--- src/rtl/lbt_pkg.sv ---
package lbt_pkg;
    localparam int EXT_AW      = 29;
    localparam int BLOCK_BYTES = 32;

    typedef enum logic [1:0] {
        ENG_IDLE,
        ENG_LOAD,
        ENG_SEND,
        ENG_DONE
    } eng_state_e;

    typedef enum logic {
        OP_PREFETCH  = 1'b0,
        OP_WRITEBACK = 1'b1
    } xfer_op_e;
endpackage

--- src/rtl/lbt_bank.sv ---
module lbt_bank #(
    parameter int DATA_W = 64,
    parameter int DEPTH  = 16,
    localparam int IDX_W = $clog2(DEPTH)
) (
    input  logic              clk,
    input  logic              en,
    input  logic              we,
    input  logic [IDX_W-1:0]  idx,
    input  logic [DATA_W-1:0] wdata,
    output logic [DATA_W-1:0] rdata
);
    logic [DATA_W-1:0] mem_q [DEPTH];
    logic [DATA_W-1:0] rdata_q;

    // Single port: a write stores, a read registers the word for the next cycle.
    always_ff @(posedge clk) begin
        if (en) begin
            if (we) begin
                mem_q[idx] <= wdata;
            end else begin
                rdata_q <= mem_q[idx];
            end
        end
    end

    assign rdata = rdata_q;
endmodule

--- src/rtl/lbt_engine.sv ---
module lbt_engine
    import lbt_pkg::*;
#(
    parameter int DATA_W     = 64,
    parameter int PAGE_BYTES = 128,
    localparam int WORD_BYTES = DATA_W / 8,
    localparam int BEATS      = BLOCK_BYTES / WORD_BYTES,
    localparam int BEAT_W     = $clog2(BEATS),
    localparam int PAGE_WORDS = PAGE_BYTES / WORD_BYTES,
    localparam int IDX_W      = $clog2(PAGE_WORDS),
    localparam int SP_AW      = $clog2(2 * PAGE_BYTES),
    localparam int OFF_W      = $clog2(BLOCK_BYTES),
    localparam int BLK_W      = IDX_W - BEAT_W,
    localparam int BYTE_SH    = $clog2(WORD_BYTES)
) (
    input  logic              clk,
    input  logic              rst_n,
    input  logic              cmd_valid,
    output logic              cmd_ready,
    input  logic              cmd_op,
    input  logic [SP_AW-1:0]  cmd_sp_addr,
    input  logic [EXT_AW-1:0] cmd_ext_addr,
    output logic              ext_req,
    output logic              ext_we,
    output logic [EXT_AW-1:0] ext_addr,
    output logic [DATA_W-1:0] ext_wdata,
    input  logic              ext_ack,
    input  logic [DATA_W-1:0] ext_rdata,
    output logic              eng_active,
    output logic              eng_page,
    output logic              eng_en,
    output logic              eng_we,
    output logic [IDX_W-1:0]  eng_idx,
    output logic [DATA_W-1:0] eng_wdata,
    input  logic [DATA_W-1:0] bank_rdata,
    output logic              xfer_done
);
    localparam logic [BEAT_W-1:0] LAST_BEAT = BEAT_W'(BEATS - 1);

    typedef struct packed {
        eng_state_e              st;
        xfer_op_e                op;
        logic                    page;
        logic [BLK_W-1:0]        blk;
        logic [EXT_AW-OFF_W-1:0] base;
        logic [BEAT_W-1:0]       beat;
    } eng_regs_t;

    eng_regs_t d, q;

    always_comb begin
        d         = q;
        cmd_ready = (q.st == ENG_IDLE);
        ext_req   = 1'b0;
        eng_en    = 1'b0;
        eng_we    = 1'b0;
        xfer_done = (q.st == ENG_DONE);
        case (q.st)
            ENG_IDLE: begin
                if (cmd_valid) begin
                    d.op   = xfer_op_e'(cmd_op);
                    d.page = cmd_sp_addr[SP_AW-1];
                    d.blk  = cmd_sp_addr[SP_AW-2:OFF_W];
                    d.base = cmd_ext_addr[EXT_AW-1:OFF_W];
                    d.beat = '0;
                    d.st   = cmd_op ? ENG_LOAD : ENG_SEND;
                end
            end
            ENG_LOAD: begin
                // Fetch the outgoing word; it is on bank_rdata next cycle.
                eng_en = 1'b1;
                d.st   = ENG_SEND;
            end
            ENG_SEND: begin
                ext_req = 1'b1;
                if (ext_ack) begin
                    if (q.op == OP_PREFETCH) begin
                        eng_en = 1'b1;
                        eng_we = 1'b1;
                    end
                    d.beat = q.beat + 1'b1;
                    if (q.beat == LAST_BEAT) begin
                        d.st = ENG_DONE;
                    end else begin
                        d.st = (q.op == OP_WRITEBACK) ? ENG_LOAD : ENG_SEND;
                    end
                end
            end
            ENG_DONE: begin
                d.st = ENG_IDLE;
            end
            default: d.st = ENG_IDLE;
        endcase
    end

    always_ff @(posedge clk or negedge rst_n) begin
        if (!rst_n) begin
            q <= '{st: ENG_IDLE, op: OP_PREFETCH, page: 1'b0,
                   blk: '0, base: '0, beat: '0};
        end else begin
            q <= d;
        end
    end

    assign ext_we     = (q.op == OP_WRITEBACK);
    assign ext_addr   = {q.base, q.beat, {BYTE_SH{1'b0}}};
    assign ext_wdata  = bank_rdata;
    assign eng_active = (q.st == ENG_LOAD) || (q.st == ENG_SEND);
    assign eng_page   = q.page;
    assign eng_idx    = {q.blk, q.beat};
    assign eng_wdata  = ext_rdata;
endmodule

--- src/rtl/lmem_xfer.sv ---
module lmem_xfer
    import lbt_pkg::*;
#(
    parameter int DATA_W     = 64,
    parameter int PAGE_BYTES = 128,
    localparam int WORD_BYTES = DATA_W / 8,
    localparam int PAGE_WORDS = PAGE_BYTES / WORD_BYTES,
    localparam int IDX_W      = $clog2(PAGE_WORDS),
    localparam int SP_AW      = $clog2(2 * PAGE_BYTES),
    localparam int BYTE_SH    = $clog2(WORD_BYTES),
    localparam int NPAGES     = 2
) (
    input  logic              clk,
    input  logic              rst_n,
    input  logic              cpu_req,
    input  logic              cpu_we,
    input  logic [SP_AW-1:0]  cpu_addr,
    input  logic [DATA_W-1:0] cpu_wdata,
    output logic [DATA_W-1:0] cpu_rdata,
    output logic              cpu_stall,
    input  logic              cmd_valid,
    output logic              cmd_ready,
    input  logic              cmd_op,
    input  logic [SP_AW-1:0]  cmd_sp_addr,
    input  logic [EXT_AW-1:0] cmd_ext_addr,
    output logic              ext_req,
    output logic              ext_we,
    output logic [EXT_AW-1:0] ext_addr,
    output logic [DATA_W-1:0] ext_wdata,
    input  logic              ext_ack,
    input  logic [DATA_W-1:0] ext_rdata,
    output logic              xfer_done
);
    logic              eng_active, eng_page, eng_en, eng_we;
    logic [IDX_W-1:0]  eng_idx;
    logic [DATA_W-1:0] eng_wdata;
    logic [DATA_W-1:0] bank_rd [NPAGES];

    logic              cpu_page;
    logic [IDX_W-1:0]  cpu_idx;
    logic              cpu_go;
    logic              rd_page_d, rd_page_q;

    assign cpu_page  = cpu_addr[SP_AW-1];
    assign cpu_idx   = cpu_addr[SP_AW-2:BYTE_SH];
    assign cpu_stall = cpu_req && eng_active && (cpu_page == eng_page);
    assign cpu_go    = cpu_req && !cpu_stall;

    lbt_engine #(.DATA_W(DATA_W), .PAGE_BYTES(PAGE_BYTES)) u_engine (
        .clk          (clk),
        .rst_n        (rst_n),
        .cmd_valid    (cmd_valid),
        .cmd_ready    (cmd_ready),
        .cmd_op       (cmd_op),
        .cmd_sp_addr  (cmd_sp_addr),
        .cmd_ext_addr (cmd_ext_addr),
        .ext_req      (ext_req),
        .ext_we       (ext_we),
        .ext_addr     (ext_addr),
        .ext_wdata    (ext_wdata),
        .ext_ack      (ext_ack),
        .ext_rdata    (ext_rdata),
        .eng_active   (eng_active),
        .eng_page     (eng_page),
        .eng_en       (eng_en),
        .eng_we       (eng_we),
        .eng_idx      (eng_idx),
        .eng_wdata    (eng_wdata),
        .bank_rdata   (bank_rd[eng_page]),
        .xfer_done    (xfer_done)
    );

    for (genvar p = 0; p < NPAGES; p++) begin : g_page
        logic              own, bk_en, bk_we;
        logic [IDX_W-1:0]  bk_idx;
        logic [DATA_W-1:0] bk_wdata;

        // The engine owns the bank of its page while active; the CPU has it otherwise.
        assign own      = eng_active && (eng_page == 1'(p));
        assign bk_en    = own ? eng_en    : (cpu_go && (cpu_page == 1'(p)));
        assign bk_we    = own ? eng_we    : cpu_we;
        assign bk_idx   = own ? eng_idx   : cpu_idx;
        assign bk_wdata = own ? eng_wdata : cpu_wdata;

        lbt_bank #(.DATA_W(DATA_W), .DEPTH(PAGE_WORDS)) u_bank (
            .clk   (clk),
            .en    (bk_en),
            .we    (bk_we),
            .idx   (bk_idx),
            .wdata (bk_wdata),
            .rdata (bank_rd[p])
        );
    end

    always_comb begin
        rd_page_d = rd_page_q;
        if (cpu_go && !cpu_we) begin
            rd_page_d = cpu_page;
        end
    end

    always_ff @(posedge clk or negedge rst_n) begin
        if (!rst_n) begin
            rd_page_q <= 1'b0;
        end else begin
            rd_page_q <= rd_page_d;
        end
    end

    assign cpu_rdata = bank_rd[rd_page_q];
endmodule

--- config.mk ---
export PLATFORM = sky130hd
export DESIGN_NAME = lmem_xfer
export DESIGN_NICKNAME = d
export VERILOG_FILES = /design/src/rtl/lbt_pkg.sv /design/src/rtl/lbt_bank.sv /design/src/rtl/lbt_engine.sv /design/src/rtl/lmem_xfer.sv
export SDC_FILE = /design/constraint.sdc
export NUM_CORES = 2
export LEC_CHECK = 0
export BUFFER_PORTS_ARGS = -buffer_cell sky130_fd_sc_hd__buf_2
export CORE_MARGIN = 5
export CORE_UTILIZATION = 66
export CTS_CLUSTER_SIZE = 30
export DETAILED_ROUTE_END_ITERATION = 10
export MAX_ROUTING_LAYER = met4
export PLACE_DENSITY = 0.86
export SLEW_MARGIN = 10
export SYNTH_ARGS = -nofsm -noshare
export SYNTH_HDL_FRONTEND = slang
export SYNTH_HIERARCHICAL = 1
export SYNTH_SLANG_ARGS = --single-unit
--- constraint.sdc ---
create_clock -name clk -period 12.1 [get_ports clk]
set_input_delay 3.63 -clock clk [delete_from_list [all_inputs] [get_ports clk]]
set_output_delay 3.63 -clock clk [all_outputs]
set_load 0.02 [all_outputs]
==> summary.md <==
| Metric | Value |
|---|---|
| Share of post-route cells with drive strength above 1 | 35.8% |
| DP HPWL | 123000 um |
| Critical Path Sink Type | primary output |
| Setup CP Type | in -> out |
| Final WS setup | roughly 4.2 ns |
| Outcome | completed |
| Minimum clock period | 7.93 ns |
| Comb power frac | around 31% |
| Pre-CTS WS | between 3 and 4 ns |
| Clock skew after layout | about 0.029 ns |
| Max_cap viols | 0 |
| CTS tree | built |
| Die W | 373 um |
| P_int | about 16 mW |
| Seq/Total Area, Yosys | 76.1% |
| Reg clk slew, reported paths | 0.06 ns |
| P&R area growth vs syn | 9.89% |
| Post-CTS Setup Bufs | 0 |
| Setup TNS Final | 0 ns |
| Worst Path Arrival | 4.30 ns |
| Slowest cell on crit path | and3_1 |
| Core ar. | 131000 um^2 |
| Netlist Area Pre-Place | approximately 87000 um^2 |
| WL final | 253000 um |
| Post-route ant nets | 0 |
| WP data required | 8.47 ns |
| Most frequent CP cell | buf_2 |
| Maximum buffer depth of the clock tree | 3 |
| Total grt overflow | 0 |
| Hold buffers post-CTS | 0 |
| Crit-path leading delay family | buffers and inverters |
| Slew headroom | between 10% and 20% |
| Placer Congestion | around 0.8 |
| Largest net degree at the start of global routing | approximately 160 |
| Syn_area_per_cell | roughly 22 um^2 |
| Post-Synthesis Cells | 3872 |
| Leakage power | 30.9 nW |
| Met2 Resource Use GR | 59.0% |
| DR WL/cell | 41.8 um |
| I/O Buffers | 325 |
| TritonCTS buffer count | between 200 and 250 |
| Initial Util | 66.3% |
| Initial antenna violation count | 14 |
| Vias in the first global route | 47900 |
| M3 GR Usage | 8.63% |
| Cells along the critical path | buf_2, xnor2_1, and3_1, buf_2 |
| Crit Path Max Fanout | 5 |
| Clock Power Share | 26.9% |
| Worst vdd ir | 0.227 mV |
| Synth Flop Type | edfxtp_1 |
| Worst-Margin Slew | 1.34 ns |
| Total GRT Usage | around 37% |
| CP Buf/Inv Count | 2 |
| Chip height | 373 um |
| Seq pwr share | between 40% and 50% |
| Clk root buf | clkbuf_16 |
| Num rows | 133 |
| Asr flop ratio synth | ~1.5% |
| Top Ports | between 300 and 400 |
| Endpoints failing hold | 0 |
| Setup violations, final | 0 |
| Crit-path max cell delay | 0.20 ns |
| Htree depth | 4 |
| Final Cycle Share | 65.6% |
| Sw Ratio | about a third |
| Met1 Use GR | 44.5% |
| First-pass GRT wire length | approximately 360000 um |
| Crit path launch type | primary input |
| FMAX | about 0.13 GHz |
| Nets | about 4300 |
| DR DRC count | 0 |
| Via Count | 46100 |
| Die area | 139000 um^2 |
| Power density over the cells | between 200 and 250 nW/um^2 |
| Post-CTS resize count | 0 |
| Skew-Pair Late Insertion Delay | 0.83 ns |
| Pwr Total | 23.5 mW |
| Iteration-0 DRC Markers | 8826 |
| GRT busiest layer | met2 |
| Flop and latch count out of synthesis | 2209 |
| Psw | 7.68 mW |
| Number of flops mapped to enable cells by yosys | ~2200 |
| Max-slew violations | 0 |
| Hold WC Path Type | reg -> reg |
| RSZ-0062 raised after global routing | false |
| Count of cell types in the netlist | 42 |
| Synth warn | 6 |
| Pre-antenna DRT Iters | 8 |
| Via-to-Cell Ratio | 7.63 |
| # clock sinks | 2209 |
==> stage by stage <==
step | area (um^2) | hold slack, ns | utilization (%) | instances
floorplan | 86900 | 0.481 | - | 3874
global placement | 89100 | 0.483 | 67.9 | 5659
detailed placement | 89100 | 0.490 | 67.9 | 5659
CTS | 95400 | 0.508 | 72.8 | 6030
global route | 95500 | 0.532 | 72.8 | 6044
finish | 95500 | 0.512 | 72.8 | 6046
==> final timing paths <==
check / startpoint / end / slack [ns] / depth (start not counted)
setup / recovery: cpu_addr[7] / cpu_stall / 4.17 / 4
max in group asynchronous: rst_n / rd_page_q$_DFFE_PN0P_ / 8.63 / 1
setup reg to reg: u_engine/q[31]$_DFFE_PN0P_ / g_page[1].u_bank/mem_q[5][44]$_DFFE_PP_ / 5.66 / 8
hold / removal: u_engine/ext_addr[5]$_DFFE_PN0P_ / u_engine/ext_addr[5]$_DFFE_PN0P_ / 0.51 / 1
hold reg to reg: u_engine/ext_addr[5]$_DFFE_PN0P_ / u_engine/ext_addr[5]$_DFFE_PN0P_ / 0.51 / 1
min in group asynchronous: rst_n / u_engine/eng_idx[0]$_DFFE_PN0P_ / 2.89 / 1
==> worst reg2reg max path: cells and delay by family, from the launching register on <==
family	cells	cell delay, ns
muxes	1	0.94
buffers and inverters	3	2.14
adders and majority gates	1	0.53
and+or+nand+nor	3	1.93
DFF	1	0.45
==> state kept, by name, summed over array words and instances, names as in the netlist <==
| name | flops |
|---|---|
| g_page.u_bank/mem_q | 2048 |
| g_page.u_bank/rdata | 128 |
| u_engine/ext_addr | 24 |
| u_engine/eng_idx | 4 |
| u_engine/q | 2 |
| rd_page_q | 1 |
| u_engine/eng_page | 1 |
| u_engine/ext_we | 1 |
==> cells by family (layout without fill, tap and decap cells) <==
group,count (synthesis),count (layout),synth area share [%]
DFF,2209,2209,76.1
muxes,806,806,17.5
buffers and inverters,371,772,2.94
AOI/OAI and AO/OA,272,272,2.33
and+or+nand+nor,207,207,1.03
adders and majority gates,5,5,0.0720
other,1,19,0.00432
xor gates and xnor gates,1,1,0.0101
==> Yosys cell counts, types with 5 or more instances <==
library cell	instances	area (um^2)
clkbuf_1	99	372
dfrtp_1	33	826
buf_12	8	160
mux2_4	87	1310
buf_6	42	473
nor2b_1	6	37.5
buf_2	37	185
buf_4	179	1340
edfxtp_1	2176	65300
mux4_2	512	11500
ha_1	5	62.6
a22oi_1	256	1920
o21ai_0	6	30.0
nor2_1	28	105
nor3_1	8	40.0
mux2_2	202	2270
nand2b_1	6	37.5
nand2_1	139	522
mux2_1	5	56.3
==> area by class of cell <==
type / count / area [um^2]
Tap cell: 1755 / 2200
Clock buffer: 244 / 5300
Antenna cell: 16 / 40.0
Fill cell: 6491 / 35600
Clock inverter: 127 / 1060
Timing Repair Buffer: 397 / 2190
Sequential cell: 2209 / 66200
Inverter: 4 / 15.0
Multi-Input combinational cell: 1294 / 18500
==> metal layers <==
layer | up-vias | part of all wire [%] | routed length [um]
li1 | 16600 | - | -
met1 | 23100 | 30 | 74900
met2 | 5225 | 49 | 125000
met3 | 1271 | 13 | 32800
met4 | 0 | 7.9 | 19900
met5 | - | 0 | 0
==> power groups by stage <==
stage	logic [mW]	registers, mW	clock network, mW
after floorplan	5.12	9.95	0
after CTS	7.03	9.97	6.34
after global routing	7.38	9.99	6.70
final	7.17	9.99	6.32
after global placement	6.43	10.1	0
after detailed placement	6.72	10.1	0
==> placed cells by master, fill, tap and decap left out, drive strengths merged, types with 2 or more instances in the layout <==
cell type	synthesis	final
a22o	2	2
nand4	2	2
clkbuf	99	244
nand3	2	2
or3	2	2
clkinv	0	92
inv	4	13
nand4b	4	4
bufinv	0	16
mux4	512	512
nor3	8	8
a22oi	256	256
ha	5	5
nand2	141	141
nor2b	6	6
a21oi	2	2
conb	1	3
diode	0	16
nand2b	7	7
clkinvlp	0	10
nor2	28	28
buf	268	397
edfxtp	2176	2176
and2	2	2
mux2	294	294
nand3b	2	2
dfrtp	33	33
o21ai	6	6
(Power assumes the default switching activity.)
